`config.mk`:
```
export PLATFORM = sky130hd
export DESIGN_NAME = hostreg_port
export DESIGN_NICKNAME = d
export VERILOG_FILES = /design/src/rtl/hrp_pkg.sv /design/src/rtl/hrp_sync.sv /design/src/rtl/hrp_access_fsm.sv /design/src/rtl/hrp_regfile.sv /design/src/rtl/hrp_irq.sv /design/src/rtl/hostreg_port.sv
export SDC_FILE = /design/constraint.sdc
export NUM_CORES = 1
export LEC_CHECK = 0
export BUFFER_PORTS_ARGS = -buffer_cell sky130_fd_sc_hd__buf_2
export CORE_MARGIN = 2
export CORE_UTILIZATION = 61
export CTS_CLUSTER_SIZE = 14
export DETAILED_ROUTE_END_ITERATION = 10
export GPL_ROUTABILITY_DRIVEN = 0
export GPL_TIMING_DRIVEN = 0
export PLACE_DENSITY = 0.77
export SYNTH_ARGS = -nofsm -noshare
export SYNTH_HDL_FRONTEND = slang
export SYNTH_HIERARCHICAL = 1
export SYNTH_SLANG_ARGS = --single-unit
```
`constraint.sdc`:
```
create_clock -name clk -period 3.4 [get_ports clk]
set_input_delay 0.34 -clock clk [delete_from_list [all_inputs] [get_ports clk]]
set_output_delay 0.34 -clock clk [all_outputs]
set_load 0.01 [all_outputs]
```
`src/rtl/hrp_pkg.sv`:
```
package hrp_pkg;
  localparam int ADR_W = 2;
  localparam logic [ADR_W-1:0] ADR_IPTR  = 2'd0;
  localparam logic [ADR_W-1:0] ADR_IDATA = 2'd1;
  localparam logic [ADR_W-1:0] ADR_MASK  = 2'd2;
  localparam logic [ADR_W-1:0] ADR_STAT  = 2'd3;

  typedef enum logic [2:0] {
    ST_IDLE,
    ST_DECODE,
    ST_WAIT,
    ST_ACK,
    ST_RELEASE
  } hrp_state_e;
endpackage

```
`src/rtl/hrp_sync.sv`:
```
module hrp_sync #(
  parameter int W = 3,
  parameter logic RST_VAL = 1'b1
) (
  input  logic         clk,
  input  logic         rst,
  input  logic [W-1:0] d,
  output logic [W-1:0] q
);
  logic [W-1:0] meta;

  for (genvar i = 0; i < W; i++) begin : g_bit
    always_ff @(posedge clk) begin
      if (rst) begin
        meta[i] <= RST_VAL;
        q[i]    <= RST_VAL;
      end else begin
        meta[i] <= d[i];
        q[i]    <= meta[i];
      end
    end
  end
endmodule

```
`src/rtl/hrp_access_fsm.sv`:
```
module hrp_access_fsm
  import hrp_pkg::*;
#(
  parameter int MAX_LAT   = 52,
  parameter int TURN_CLKS = 2
) (
  input  logic       clk,
  input  logic       rst,
  input  logic       cs_s,
  input  logic       rd_s,
  input  logic       wr_s,
  input  logic       ready,
  output hrp_state_e st,
  output logic       is_rd,
  output logic       start,
  output logic       commit,
  output logic       ack_n,
  output logic       oe
);
  // 2 sync + 1 start + 1 decode + 1 commit edge are spent outside the wait
  localparam int WAIT_LIMIT = MAX_LAT - 5;
  localparam int CW = $clog2(WAIT_LIMIT + 1);
  localparam int GW = $clog2(TURN_CLKS + 1);

  logic [CW-1:0] wcnt;
  logic [GW-1:0] guard;
  logic          strobe_hi;
  hrp_state_e    nxt;

  assign start     = (st == ST_IDLE) && (guard == '0) && !cs_s && (!rd_s || !wr_s);
  assign commit    = ((st == ST_DECODE) && ready) ||
                     ((st == ST_WAIT) && (ready || (wcnt == CW'(WAIT_LIMIT))));
  assign strobe_hi = is_rd ? rd_s : wr_s;

  always_comb begin
    nxt = st;
    case (st)
      ST_IDLE:    if (start) nxt = ST_DECODE;
      ST_DECODE:  nxt = commit ? ST_ACK : ST_WAIT;
      ST_WAIT:    if (commit) nxt = ST_ACK;
      ST_ACK:     if (strobe_hi) nxt = ST_RELEASE;
      ST_RELEASE: nxt = ST_IDLE;
      default:    nxt = ST_IDLE;
    endcase
  end

  always_ff @(posedge clk) begin
    if (rst) begin
      st    <= ST_IDLE;
      is_rd <= 1'b0;
      wcnt  <= '0;
      guard <= '0;
      ack_n <= 1'b1;
      oe    <= 1'b0;
    end else begin
      st <= nxt;
      if (start) is_rd <= !rd_s;
      if (st == ST_DECODE) wcnt <= '0;
      else if ((st == ST_WAIT) && !commit) wcnt <= wcnt + CW'(1);
      if (st == ST_RELEASE) guard <= is_rd ? GW'(TURN_CLKS) : '0;
      else if (guard != '0) guard <= guard - GW'(1);
      if (commit) begin
        ack_n <= 1'b0;
        oe    <= is_rd;
      end else if (st == ST_RELEASE) begin
        ack_n <= 1'b1;
        oe    <= 1'b0;
      end
    end
  end
endmodule

```
`src/rtl/hrp_regfile.sv`:
```
module hrp_regfile #(
  parameter int DW = 8,
  parameter int AW = 4
) (
  input  logic          clk,
  input  logic          rst,
  input  logic          ptr_wr,
  input  logic [AW-1:0] ptr_wdata,
  input  logic          dat_wr,
  input  logic          dat_acc,
  input  logic [DW-1:0] wdata,
  output logic [AW-1:0] ptr,
  output logic [DW-1:0] rd_q
);
  localparam int DEPTH = 1 << AW;

  logic [DW-1:0] mem [DEPTH];

  always_ff @(posedge clk) begin
    if (dat_wr) mem[ptr] <= wdata;
    rd_q <= mem[ptr];
  end

  always_ff @(posedge clk) begin
    if (rst) ptr <= '0;
    else if (ptr_wr) ptr <= ptr_wdata;
    else if (dat_acc) ptr <= ptr + AW'(1);
  end
endmodule

```
`src/rtl/hrp_irq.sv`:
```
module hrp_irq #(
  parameter int DW = 8
) (
  input  logic          clk,
  input  logic          rst,
  input  logic [DW-1:0] evt,
  input  logic          mask_wr,
  input  logic          stat_wr,
  input  logic [DW-1:0] wdata,
  output logic [DW-1:0] mask,
  output logic [DW-1:0] status,
  output logic          irq
);
  logic [DW-1:0] clr;

  assign clr = stat_wr ? wdata : '0;

  always_ff @(posedge clk) begin
    if (rst) begin
      mask   <= '0;
      status <= '0;
      irq    <= 1'b0;
    end else begin
      if (mask_wr) mask <= wdata;
      status <= (status & ~clr) | evt;
      irq    <= |(status & mask);
    end
  end
endmodule

```
`src/rtl/hostreg_port.sv`:
```
module hostreg_port
  import hrp_pkg::*;
#(
  parameter int DW        = 8,
  parameter int AW        = 4,
  parameter int MAX_LAT   = 52,
  parameter int TURN_CLKS = 2
) (
  input  logic             clk,
  input  logic             rst,
  input  logic             bus_cs_n,
  input  logic             bus_rd_n,
  input  logic             bus_wr_n,
  input  logic [ADR_W-1:0] bus_addr,
  input  logic [DW-1:0]    bus_wdata,
  output logic [DW-1:0]    bus_rdata,
  output logic             bus_rdata_oe,
  output logic             bus_ack_n,
  input  logic             stat_ready,
  input  logic [DW-1:0]    evt_in,
  output logic             irq
);
  logic [2:0]       strb_s;
  hrp_state_e       fsm_st;
  logic             acc_rd, acc_start, acc_commit;
  logic [ADR_W-1:0] addr_q;
  logic [DW-1:0]    wdata_q;
  logic [AW-1:0]    ptr;
  logic [DW-1:0]    rf_q, irq_mask, irq_status;
  logic             wr_ptr, wr_dat, wr_mask, wr_stat, dat_acc;

  hrp_sync #(.W(3), .RST_VAL(1'b1)) u_sync (
    .clk (clk),
    .rst (rst),
    .d   ({bus_cs_n, bus_rd_n, bus_wr_n}),
    .q   (strb_s)
  );

  hrp_access_fsm #(.MAX_LAT(MAX_LAT), .TURN_CLKS(TURN_CLKS)) u_fsm (
    .clk    (clk),
    .rst    (rst),
    .cs_s   (strb_s[2]),
    .rd_s   (strb_s[1]),
    .wr_s   (strb_s[0]),
    .ready  (stat_ready),
    .st     (fsm_st),
    .is_rd  (acc_rd),
    .start  (acc_start),
    .commit (acc_commit),
    .ack_n  (bus_ack_n),
    .oe     (bus_rdata_oe)
  );

  // address and data are held stable by the host across the access
  always_ff @(posedge clk) begin
    if (rst) begin
      addr_q  <= '0;
      wdata_q <= '0;
    end else if (acc_start) begin
      addr_q  <= bus_addr;
      wdata_q <= bus_wdata;
    end
  end

  assign wr_ptr  = acc_commit && !acc_rd && (addr_q == ADR_IPTR);
  assign wr_dat  = acc_commit && !acc_rd && (addr_q == ADR_IDATA);
  assign wr_mask = acc_commit && !acc_rd && (addr_q == ADR_MASK);
  assign wr_stat = acc_commit && !acc_rd && (addr_q == ADR_STAT);
  assign dat_acc = acc_commit && (addr_q == ADR_IDATA);

  hrp_regfile #(.DW(DW), .AW(AW)) u_rf (
    .clk       (clk),
    .rst       (rst),
    .ptr_wr    (wr_ptr),
    .ptr_wdata (wdata_q[AW-1:0]),
    .dat_wr    (wr_dat),
    .dat_acc   (dat_acc),
    .wdata     (wdata_q),
    .ptr       (ptr),
    .rd_q      (rf_q)
  );

  hrp_irq #(.DW(DW)) u_irq (
    .clk     (clk),
    .rst     (rst),
    .evt     (evt_in),
    .mask_wr (wr_mask),
    .stat_wr (wr_stat),
    .wdata   (wdata_q),
    .mask    (irq_mask),
    .status  (irq_status),
    .irq     (irq)
  );

  always_ff @(posedge clk) begin
    if (rst) begin
      bus_rdata <= '0;
    end else if (acc_commit && acc_rd) begin
      case (addr_q)
        ADR_IPTR:  bus_rdata <= {{(DW-AW){1'b0}}, ptr};
        ADR_IDATA: bus_rdata <= rf_q;
        ADR_MASK:  bus_rdata <= irq_mask;
        default:   bus_rdata <= irq_status;
      endcase
    end
  end
endmodule

```
Word-level counts from Yosys, hierarchy flattened
Memory sizes are Yosys's and may differ from the RTL's. A register that Yosys moved wholly into a read port is not among the register bits.
Index checks and enable logic that the tools add are counted.
{"block": "classes", "bitwise_logic": 4, "add_sub_neg": 3, "muxes": 19, "n_reduce_logical": 31, "eq_ne": 11}
{"operator": "one-hot mux 8 bit (3 select lines)", "n": 1}
{"operator": "AND 8 bit", "n": 2}
{"operator": "logical AND 1 bit", "n": 13}
{"operator": "one-hot mux 3 bit (4 select lines)", "n": 1}
{"operator": "two-way mux 3 bit", "n": 3}
{"operator": "two-way mux 1 bit", "n": 8}
{"operator": "two-way mux 4 bit", "n": 2}
{"operator": "two-way mux 8 bit", "n": 1}
{"operator": "NOT 8 bit", "n": 1}
{"operator": "OR 8 bit", "n": 1}
{"operator": "nonzero test 2 bit", "n": 4}
{"operator": "OR reduction 8 bit", "n": 1}
{"operator": "adder 6 x 1 -> 6 bit (second input constant)", "n": 1}
{"operator": "equality test 3 x 2 -> 1 bit (second input constant)", "n": 2}
{"operator": "equality test 6 bit (second input constant)", "n": 1}
{"operator": "two-way mux 2 bit", "n": 3}
{"operator": "logical NOT 1 bit", "n": 5}
{"operator": "adder 4 x 1 -> 4 bit (second input constant)", "n": 1}
{"operator": "equality test 2 bit (second input constant)", "n": 2}
{"operator": "logical NOT 2 bit", "n": 2}
{"operator": "inequality test 2 bit (second input constant)", "n": 2}
{"operator": "equality test 3 x 1 -> 1 bit (second input constant)", "n": 1}
{"operator": "equality test 3 bit (second input constant)", "n": 1}
{"operator": "logical NOT 3 bit", "n": 1}
{"operator": "6 further kinds", "n": 8}
{"block": "totals", "out_inout_bits": 11, "mem_count": 1, "mem_bits_rw": 128, "in_bits": 24, "ff_bits": 59}
{"memory": "u_rf.mem", "depth": 16, "word_bits": 8, "rd": 1, "rd_ports_with_merged_regs": 1, "wr": 1, "line_no": "hrp_regfile.sv:17", "rtl": "logic [DW-1:0] mem [DEPTH];"}

Logic depth before layout (Yosys ltp)
{"block": "depth", "depth_word": 10, "mapped_depth": 11, "mapped_depth_nobuf": 10}

Cells and area by module
The synthesis kept the hierarchy.
{"module": "hrp_regfile", "seq_area_each_um2": 4083.9, "area_each_um2": 5411.4, "cells_per_inst": 259, "instances": 1}
{"module": "hostreg_port", "seq_area_each_um2": 360.3, "area_each_um2": 875.8, "cells_per_inst": 86, "instances": 1}
{"module": "hrp_access_fsm", "seq_area_each_um2": 280.3, "area_each_um2": 759.5, "cells_per_inst": 82, "instances": 1}
{"module": "hrp_irq", "seq_area_each_um2": 340.3, "area_each_um2": 651.9, "cells_per_inst": 56, "instances": 1}
{"module": "hrp_sync", "seq_area_each_um2": 120.1, "area_each_um2": 157.7, "cells_per_inst": 12, "instances": 1}

Worst setup path after synthesis
OpenSTA, ideal clock, no wires.
{"block": "synth_path", "path_kind": "register -> register", "start": "reg u_fsm.wcnt[0]", "end": "mem u_rf.mem[1][0], enable pin", "period_less_slack_ns": 2.600, "t_arrival_ns": 2.217, "setup_ns": 0.383, "path_slack_ns": 0.800, "t_required_ns": 3.017, "path_stages_with_launch": 10, "path_buffers": 0, "path_cell_list": "dfxtp_1 ha_1 nand2_1 nor2_1 a22o_1 and2b_1 nor2b_1 and2_1 nand2_1 nor3_1"}
{"block": "synth_between", "elab_chain_len": 8}
{"item": "start, declared", "line_no": "hrp_access_fsm.sv:25", "rtl": "logic [CW-1:0] wcnt;"}
{"item": "start signal, assigned", "line_no": "hrp_access_fsm.sv:59", "rtl": "else if ((st == ST_WAIT) && !commit) wcnt <= wcnt + CW'(1);"}
{"item": "equality test 6 bit", "line_no": "hrp_access_fsm.sv:32", "rtl": "((st == ST_WAIT) && (ready || (wcnt == CW'(WAIT_LIMIT))));"}
{"item": "logical OR 1 bit", "line_no": "hrp_access_fsm.sv:32"}
{"item": "logical AND 1 bit", "line_no": "hrp_access_fsm.sv:32"}
{"item": "logical OR 1 bit", "line_no": "hrp_access_fsm.sv:31", "rtl": "assign commit = ((st == ST_DECODE) && ready) ||"}
{"item": "net acc_commit", "line_no": "hostreg_port.sv:25", "rtl": "logic acc_rd, acc_start, acc_commit;"}
{"item": "logical AND 1 bit (2 in a row)", "line_no": "hostreg_port.sv:66", "rtl": "assign wr_dat = acc_commit && !acc_rd && (addr_q == ADR_IDATA);"}
{"item": "net wr_dat", "line_no": "hostreg_port.sv:30", "rtl": "logic wr_ptr, wr_dat, wr_mask, wr_stat, dat_acc;"}
{"item": "two-way mux 1 bit", "line_no": "hrp_regfile.sv:20", "rtl": "if (dat_wr) mem[ptr] <= wdata;"}
{"item": "two-way mux 1 bit (not written as such)", "line_no": "hrp_regfile.sv:20"}
{"item": "end, declared", "line_no": "hrp_regfile.sv:17"}
The timed path passes the listed nets, and every way through them passes these cells.

Worst setup path in the final report
{"block": "layout_path", "start": "reg u_fsm.wcnt[0]", "end": "mem u_rf.mem[9][6], enable pin"}
Same word-level chain as after synthesis.

==> out/metrics.cfg <==
[sta]
period_share_pct = 93.43
grt_setup_unrepaired = no
skew_ns = 0.007557
whs_ns = 0.08576
min_period_ns = 3.177
setup_ws_ns = 0.2233
setup_tns_ns = 0
maxSlewViolCount = 0
hold_violations = 0
tightestPinTransition_ns = 0.8539
finalSetupViolCount = 0
max_freq_mhz = 314.8
slew_headroom_pct = 43.00

[logic_synthesis]
synthFlopType = edfxtp_1
synthTopCellsByArea = edfxtp_1, dfxtp_1, mux4_2
syn_area_per_cell_um2 = 15.87
synthTopCellsByCount = edfxtp_1, dfxtp_1, nor2_1
yosysWarnings = 6
synth_top_area_share_pct = 48.92
synth-seq-cells = 195
async_reset_ff_share_pct = 0
synth-edff-count = 128
yosys.area.top_type = edfxtp_1
synth_most_common_cell = edfxtp_1
syn_area_um2 = 7856
synthDistinctLibCells = 53
post_synth_inst_count = 495
synth_fp_nets = 525
ys_seq_area_share_pct = 66.00

[die]
core_area_um2 = 12620
die_w_um = 117.5
die_area_um2 = 13800
std_cell_rows = 41
initial_utilization_pct = 62.25
die_h_um = 117.5
ios = 35

[placed_design]
placed_cell_area_um2 = 8242
place_ws_ns = 0.001111
hpwl_um = 10320
portBuffers = 34
dpl.cell_count = 701

[setup_path]
critical_path_required_ns = 3.45
rr_endpoint = u_rf/mem[9][6]$_DFFE_PP_
crit_chain = ha_1 > nand2_1 > nor2_1 > a22o_1 > and2b_1 > nor2b_1 > and2_1 > nand2_1 > nor2_1
r2r_slack_ns = 0.22
critPathBufInv = 0
end_kind = register
cp_num_cells = 9
startpoint = u_fsm/wcnt[0]$_SDFFE_PP0P_
slowest_delay_ns = 0.69
crit_arrival_ns = 3.23
worst-setup-path-type = reg -> reg
path_max_fanout = 8
reg2reg_depth = 9
slowest_stage = nor2_1
startpoint_type = register
critPathCapture = u_rf/mem[9][6]$_DFFE_PP_
path_delay_family = simple AND/OR/NAND/NOR gates
r2r_start = u_fsm/wcnt[0]$_SDFFE_PP0P_

[clock_tree]
cts.sinks = 195
postCtsSetupBuffers = 0
worstSkewPairLatency_ns = 0.43
cts_tree = built
cts_max_level = 4
cts.clk_slew.worst_paths_ns = 0.07
holdBufCountCts = 0
clk_path_buf_depth = 2
cts_made_buffers = 17
postCtsResizedCells = 2
cts_root_buf = clkbuf_16

[drt]
vias_per_cell = 5.999
route.detailed.drc = 0
dr_wl_met2_um = 7859
antenna_left = 0
firstDrtPassIters = 4
top_layer = met4
routed_wl_um = 15840
first_iter_violations = 293
wl_met3_um = 869
drt-wirelength-per-cell_um = 21.61
wl_met1_um = 6588
vias = 4397

[cells_and_area]
final_nets = 578
fin_area_um2 = 8818
antennaDiodeCount = 0
nFillCells = 844
finalCoreUtilization_pct = 69.88
drive_above_1_share_pct = 23.89
final_cell_count_no_fill = 733
area_delta_synth_final_pct = 12.25

[global_routing]
grt_usage_pct = 24.04
grt_max_degree = 28
grt_pass1_wl_um = 24520
globalRouteOverflowTotal = 0
first_global_vias = 4451
antenna_found_initial = 0

[power]
p_total_mw = 4.777
p_per_area_nw_per_um2 = 541.7
power.leakage_nw = 3.120
ir_drop_uv = 518.8

[run_status]
status = complete, no violations

[worst_hold_path]
hp-class = in -> reg

[flow_run]
max-cap-violations = 0

==> layout by cell type (no fill, tap or decap), types with 8 or more instances in the layout <==
cell / Yosys / final
mux4_1: 15 / 15
edfxtp_1: 128 / 128
xor2_1: 9 / 9
buf_2: 5 / 39
buf_6: 10 / 10
mux4_2: 21 / 21
clkbuf_16: 0 / 17
o21ba_2: 8 / 8
a21boi_0: 8 / 8
mux2i_1: 21 / 21
nand2_1: 31 / 31
dfxtp_1: 67 / 67
a22oi_1: 20 / 20
nor2_1: 50 / 50
==> logic make-up after synthesis <==
group                    count (synthesis)  synth area share, %
flip-flops                             195                66.00
AND/OR/NAND/NOR                        130                8.090
multiplexers                            63                14.76
AO/OA/AOI/OAI                           62                6.132
buffers and inverters                   30                3.058
XOR/XNOR                                 9                1.003
adder cells (fa/ha/maj)                  6               0.9555
==> how the worst min path moves through the flow <==
stage	slack (ns)	startpoint	endpoint	depth (start not counted)
5_1_grt	0.07	bus_wr_n	u_sync/meta[0]$_SDFF_PP1_	2
2_1_floorplan	0.38	u_sync/meta[1]$_SDFF_PP1_	u_sync/q[1]$_SDFF_PP1_	1
6_report	0.09	bus_rd_n	u_sync/meta[1]$_SDFF_PP1_	2
3_5_place_dp	0.40	u_sync/meta[1]$_SDFF_PP1_	u_sync/q[1]$_SDFF_PP1_	1
3_3_place_gp	0.39	u_sync/meta[2]$_SDFF_PP1_	u_sync/q[2]$_SDFF_PP1_	1
4_1_cts	0.07	bus_wr_n	u_sync/meta[0]$_SDFF_PP1_	2
==> metal layers <==
metal  up-vias  track usage [%]
li1       2014                -
met1      2189            31.31
met2       156            38.89
met3        38            5.572
met4         0            11.07
met5         -                0
==> report_power, final <==
part	internal (mW)	switching [mW]	leakage [nW]
clock	1.01	0.866	0.260
sequential	2.56	0.0447	1.81
combinational	0.127	0.165	1.05
==> layout make-up <==
| class | count | area [µm²] | area share [%] |
|---|---|---|---|
| plain buffers | 24 | 217.7 | 2.469 |
| flip-flops and latches | 195 | 5185 | 58.80 |
| well taps | 172 | 215.2 | 2.440 |
| clock inverters | 15 | 131.4 | 1.490 |
| inverters | 6 | 22.52 | 0.2554 |
| clock buffers | 17 | 425.4 | 4.824 |
| repair buffers | 34 | 170.2 | 1.930 |
| multi-input cells | 270 | 2451 | 27.80 |
==> registers in the layout, summed over array words and instances, names as in the netlist, 4 cells and up <==
| register | flops |
|---|---|
| bus_rdata | 8 |
| u_fsm/wcnt | 6 |
| u_irq/mask | 8 |
| u_irq/status | 8 |
| u_rf/mem | 128 |
| u_rf/ptr | 4 |
| u_rf/rd_q | 8 |
| wdata_q | 8 |
Note: power is estimated with default switching activity, not from simulation.
